## src/rtl/hzu_pkg.sv

```systemverilog
package hzu_pkg;

    // Operand source encoding shared by the selector and its users
    typedef enum logic [1:0] {
        SEL_REGFILE = 2'b00,
        SEL_WB      = 2'b01,
        SEL_MEM     = 2'b10
    } fwd_sel_e;

    typedef struct packed {
        logic [1:0] fwd_a;
        logic [1:0] fwd_b;
        logic       stall;
        logic       bubble;
    } hz_dec_t;

endpackage

```

## src/rtl/hzu_match.sv

```systemverilog
module hzu_match #(
    parameter int AW = 5
) (
    input  logic [AW-1:0] src,
    input  logic [AW-1:0] dst,
    input  logic          wen,
    output logic          hit
);
    // A producer counts only if it writes a register other than the zero register
    always_comb begin
        hit = wen && (dst != '0) && (dst == src);
    end
endmodule

```

## src/rtl/hzu_opsel.sv

```systemverilog
module hzu_opsel
    import hzu_pkg::*;
#(
    parameter int AW = 5
) (
    input  logic [AW-1:0] src,
    input  logic [AW-1:0] mem_rd,
    input  logic          mem_we,
    input  logic [AW-1:0] wb_rd,
    input  logic          wb_we,
    output logic [1:0]    sel
);
    logic hit_mem;
    logic hit_wb;

    hzu_match #(.AW(AW)) u_mem (.src(src), .dst(mem_rd), .wen(mem_we), .hit(hit_mem));
    hzu_match #(.AW(AW)) u_wb  (.src(src), .dst(wb_rd),  .wen(wb_we),  .hit(hit_wb));

    // The younger producer holds the newer value and therefore has priority
    always_comb begin
        if (hit_mem)
            sel = SEL_MEM;
        else if (hit_wb)
            sel = SEL_WB;
        else
            sel = SEL_REGFILE;
    end
endmodule

```

## src/rtl/hzu_loaduse.sv

```systemverilog
module hzu_loaduse #(
    parameter int AW = 5
) (
    input  logic [AW-1:0] id_rs1,
    input  logic [AW-1:0] id_rs2,
    input  logic [AW-1:0] ex_rd,
    input  logic          ex_we,
    input  logic          ex_load,
    output logic          hold
);
    logic hit1;
    logic hit2;

    hzu_match #(.AW(AW)) u_s1 (.src(id_rs1), .dst(ex_rd), .wen(ex_we), .hit(hit1));
    hzu_match #(.AW(AW)) u_s2 (.src(id_rs2), .dst(ex_rd), .wen(ex_we), .hit(hit2));

    // Only a load is too late for forwarding into the next instruction
    always_comb begin
        hold = ex_load && (hit1 || hit2);
    end
endmodule

```

## src/rtl/hzu_top.sv

```systemverilog
module hzu_top
    import hzu_pkg::*;
#(
    parameter int AW = 5
) (
    input  logic          clk,
    input  logic          rst_n,
    input  logic [AW-1:0] id_rs1,
    input  logic [AW-1:0] id_rs2,
    input  logic [AW-1:0] ex_rs1,
    input  logic [AW-1:0] ex_rs2,
    input  logic [AW-1:0] ex_rd,
    input  logic          ex_we,
    input  logic          ex_load,
    input  logic [AW-1:0] mem_rd,
    input  logic          mem_we,
    input  logic [AW-1:0] wb_rd,
    input  logic          wb_we,
    output logic [1:0]    fwd_a,
    output logic [1:0]    fwd_b,
    output logic          stall,
    output logic          bubble
);
    localparam int NUM_OPS = 2;

    logic [AW-1:0] ex_src [NUM_OPS];
    logic [1:0]    op_sel [NUM_OPS];
    logic          hold;
    hz_dec_t       dec_d;

    assign ex_src[0] = ex_rs1;
    assign ex_src[1] = ex_rs2;

    for (genvar g = 0; g < NUM_OPS; g++) begin : g_op
        hzu_opsel #(.AW(AW)) u_sel (
            .src    (ex_src[g]),
            .mem_rd (mem_rd),
            .mem_we (mem_we),
            .wb_rd  (wb_rd),
            .wb_we  (wb_we),
            .sel    (op_sel[g])
        );
    end

    hzu_loaduse #(.AW(AW)) u_lu (
        .id_rs1  (id_rs1),
        .id_rs2  (id_rs2),
        .ex_rd   (ex_rd),
        .ex_we   (ex_we),
        .ex_load (ex_load),
        .hold    (hold)
    );

    // Decisions are needed in the cycle the stage contents are present
    always_comb begin
        dec_d        = '0;
        dec_d.fwd_a  = op_sel[0];
        dec_d.fwd_b  = op_sel[1];
        dec_d.stall  = hold;
        dec_d.bubble = hold;
    end

    assign fwd_a  = dec_d.fwd_a;
    assign fwd_b  = dec_d.fwd_b;
    assign stall  = dec_d.stall;
    assign bubble = dec_d.bubble;

    // a valid memory-stage producer always wins operand A
    a_r1_mem_wins_a: assert property (@(posedge clk) disable iff (!rst_n)
        (mem_we && mem_rd != '0 && mem_rd == ex_rs1) |-> fwd_a == SEL_MEM);

    // writeback only when the memory stage does not match
    a_r2_wb_only_b: assert property (@(posedge clk) disable iff (!rst_n)
        (wb_we && wb_rd != '0 && wb_rd == ex_rs2 &&
         !(mem_we && mem_rd != '0 && mem_rd == ex_rs2)) |-> fwd_b == SEL_WB);

    // never forward into a zero-register source
    a_r4_no_x0_fwd: assert property (@(posedge clk) disable iff (!rst_n)
        (fwd_a != SEL_REGFILE) |-> (ex_rs1 != '0));

    // operand B follows source 2 from the memory stage
    a_r5_mem_wins_b: assert property (@(posedge clk) disable iff (!rst_n)
        (mem_we && mem_rd != '0 && mem_rd == ex_rs2) |-> fwd_b == SEL_MEM);

    // a load feeding decode interlocks
    a_r6_load_use: assert property (@(posedge clk) disable iff (!rst_n)
        (ex_load && ex_we && ex_rd != '0 && (ex_rd == id_rs1 || ex_rd == id_rs2))
        |-> (stall && bubble));

    // non-loads never interlock
    a_r7_nonload_free: assert property (@(posedge clk) disable iff (!rst_n)
        !ex_load |-> !stall);

    // a stall always traces back to the execute-stage destination
    a_r8_stall_source: assert property (@(posedge clk) disable iff (!rst_n)
        stall |-> (ex_rd != '0 && (ex_rd == id_rs1 || ex_rd == id_rs2) && bubble));
endmodule

```

## config.mk

```make
export PLATFORM = sky130hd
export DESIGN_NAME = hzu_top
export DESIGN_NICKNAME = d
export VERILOG_FILES = /design/src/rtl/hzu_pkg.sv /design/src/rtl/hzu_match.sv /design/src/rtl/hzu_opsel.sv /design/src/rtl/hzu_loaduse.sv /design/src/rtl/hzu_top.sv
export SDC_FILE = /design/constraint.sdc
export NUM_CORES = 1
export LEC_CHECK = 0
export BUFFER_PORTS_ARGS = -buffer_cell sky130_fd_sc_hd__buf_4
export CAP_MARGIN = 20
export CORE_AREA = 2 2 39 41
export DETAILED_ROUTE_END_ITERATION = 12
export DIE_AREA = 0 0 41 43
export PLACE_DENSITY = 0.85
export REMOVE_ABC_BUFFERS = 1
export SLEW_MARGIN = 20
export SYNTH_ARGS = -nofsm -noshare
export SYNTH_HDL_FRONTEND = slang
export SYNTH_HIERARCHICAL = 1
export SYNTH_SLANG_ARGS = --single-unit
```

## constraint.sdc

```tcl
create_clock -name vclk -period 2
set_input_delay 0 -clock vclk [all_inputs]
set_output_delay 0 -clock vclk [all_outputs]
set_load 0.05 [all_outputs]
```

# After elaboration in Yosys (flattened, before gate mapping)
# Cells that the tools add are included.
# totals
in_bits	41
reg_bits	0
out_inout_bits	6
# op_classes
n_eq_ne	6
reduce_logical	14
n_mux	4
# op_table
operator	count
5-bit == test	6
5-bit nonzero test	3
1-bit logical AND	10
2-bit two-way mux	2
1-bit two-way mux	2
1-bit logical OR	1

# Longest topological paths before layout
# depth
depth_word	5
mapped_depth	5
mapped_depth_nobuf	4

# Modules after synthesis
# The synthesis kept the hierarchy.
# modules_own_cells
mod	area_per_inst_um2	seq_area_each_um2	cells_per_inst	instances
hzu_match	76.3	0.0	10	6
hzu_opsel	21.3	0.0	2	2
hzu_loaduse	7.5	0.0	1	1
hzu_top	7.5	0.0	1	1

# Worst setup path before layout
# No wires, ideal clock.
# synth_timing
path_kind	input port to output port
start	in id_rs2[3]
end	out stall
arrival_time_ps	1207
path_slack_ps	793
cell_stages	5
required_time_ps	2000
path_cell_list	xor2_1 -> nor3_1 -> and4_1 -> o21a_1 -> buf_4
# synth_via
elab_chain_len	4
# synth_lines
item	line_no	rtl
from (decl)	hzu_top.sv:9	input logic [AW-1:0] id_rs2,
5-bit == test	hzu_match.sv:11	hit = wen && (dst != '0) && (dst == src);
1-bit logical AND	hzu_match.sv:11	
via u_lu.hit2	hzu_loaduse.sv:12	logic hit2;
1-bit logical OR	hzu_loaduse.sv:19	hold = ex_load && (hit1 || hit2);
1-bit logical AND	hzu_loaduse.sv:19	
to (decl)	hzu_top.sv:21	output logic stall,
# The timed path passes the listed nets, and every way through them passes these cells.

# Worst setup path in the final report
# layout_timing
start	in ex_rd[0]
end	out bubble
# layout_via
elab_chain_len	5
# layout_lines
item	line_no	rtl
from (decl)	hzu_top.sv:12	input logic [AW-1:0] ex_rd,
5-bit nonzero test	hzu_match.sv:11	
1-bit logical AND	hzu_match.sv:11	
1-bit logical AND *	hzu_match.sv:11	
via u_lu.hit2	hzu_loaduse.sv:12	
1-bit logical OR *	hzu_loaduse.sv:19	
1-bit logical AND *	hzu_loaduse.sv:19	
to (decl)	hzu_top.sv:22	output logic bubble
# The timed path passes the listed nets; every way through them passes the cells marked *.

==> out/results.tsv <==
metric	value	unit
outcome	finished, final reports clean	
syn-instance-count	66	
fillers	133	
crit_top_cell	buf_4	
die_area	1760	um2
clock.fmax	915	MHz
final_cell_count_no_fill	124	
port_buffers	45	
route.vias.total	631	
path_cells	buf_4 -> nor4_2 -> o21ai_1 -> and4_1 -> o21a_1 -> buf_4	
final_nets	151	
p_seq_share	0	%
ys_types	11	
grt_pass1_wl	2580	um
synth_top_family_by_area	simple AND/OR/NAND/NOR gates	
power_density	186	nW/um2
gp_congestion	0.805	
synthAdderAreaFrac	0	%
p_int	88.1	uW
grt_pass1_vias	614	
hold_buffers	0	
worst_pin_slew	0.227	ns
wire_per_inst	12.5	um
synth_top_cell_by_area	xor2_1	
clkPwrFrac	0	%
drc	0	
core	1380	um2
grt_use_total	19.8	%
drt_pass1_iterations	4	
layout_setup_ws	0.907	ns
seq_area	0	um2
mostFrequentLayoutCells	45 x buf_4, 18 x xor2_1	
comb_power_share	100.0	%
final_common_cell	buf_4	
die_height	43	um
grt_antenna_before_repair	0	
clkbuf_count	0	
start_kind	primary input	
place_inst	124	
io_pins	47	
placed_area	851	um2
multiInputGateArea	493	um2
cp_slowest_cell	nor4_2	
synth.area.top_cells	xor2_1 31%, nor4_2 15%, and4_1 10%	
cp.arrival	1.09	ns
critPathMaxStageDelay	0.28	ns
maxCapViolCount	0	
hold_path.class	primary input to output port	
synthMuxAreaShare	0	%
synthSimpleGateAreaFrac	47.6	%
routed_via_density	5.09	
cts_setup_buffers	0	
drt_iter0_markers	4	
antenna_cells	0	
wl	1540	um
ys_seq_area_share	0	%
grt_max_degree	5	
crit_type	primary input to output port	
synth_xor_area_share	40.8	%
cts-resized-gates	0	
period_minus_slack	1.09	ns
mappedNetlistArea	515	um2
swShare	44.3	%
fin_crit_sh	54.7	%
p_switching	70.1	uW
hold_viol	0	
dp_hpwl	1430	um
rsz0062_at_grt	false	
cp.required	2.00	ns
dp_worst_setup_slack	0.925	ns
yosys_warnings	6	
design_area	851	um2
slew_viol_final	0	
die-width	41	um
fin_tns_setup	0	ns
overflow	0	
postRouteAntennaNets	0	
synth_compound_area_share	7.28	%
ir_drop	0.0000785	V
start_util	37.3	%
leakage	0.383	nW
critical_path.max_fanout	4	
slew_headroom	84.7	%
setup_violations	0	
placementRows	14	
areaGrowthSynthToFinish	65.0	%
synth.avg_cell_area	7.81	um2
critPathCaptureType	output port	
yosysTopAreaCellShare	30.6	%
seq_cells	0	
drive_above_1_share	49.1	%
worst max-delay path: cells and delay by family:
family / cells / cell delay, ns
compound gates: 2 / 0.30
buf+inv: 2 / 0.32
simple gates: 2 / 0.45
path summary, 6_finish.rpt:
check,cells after the start,startpoint,slack [ns],endpoint
setup / recovery,6,ex_rd[0],0.91,bubble
hold / removal,3,ex_load,0.41,stall
cells by family after synthesis:
group,count (synthesis)
AND/OR/NAND/NOR,32
XOR/XNOR,24
AO/OA/AOI/OAI,7
buffers and inverters,3
cell usage after synthesis, drive strengths merged:
cell type / number
o21a: 1
buf: 3
nor3: 6
o21ai: 6
xnor2: 6
or2: 6
nor2b: 2
nand2: 6
nor4: 6
and4: 6
xor2: 18
layer usage:
layer  vias to the layer above  global-route usage, %  share of wire [%]  wire [um]
li1                        317                      -                  -          -
met2                        21                   35.3                 56        858
met5                         -                      0                  0          0
met1                       291                   25.0                 39        602
met4                         0                   2.67               0.52          8
met3                         2                   1.05                4.9         75
stage by stage:
stage                     util (%)  hold slack [ns]  power, mW
after floorplan                  -            0.291     0.0603
after global placement        61.5            0.404      0.153
after detailed placement      61.5            0.403      0.159
after CTS                     61.5            0.406      0.159
after global routing          61.5            0.426      0.174
final                         61.5            0.412      0.158
final cells by class:
cell class	instances	area share, %
Timing Repair Buffer	45	39.7
Tap cell	16	2.35
Multi-Input combinational cell	63	57.9
power groups by stage:
stage	registers [mW]	clock network [mW]	logic, mW
after detailed placement	0	0	0.159
after global placement	0	0	0.153
after floorplan	0	0	0.0603
after CTS	0	0	0.159
after global routing	0	0	0.174
final	0	0	0.158
(Power assumes the default switching activity.)
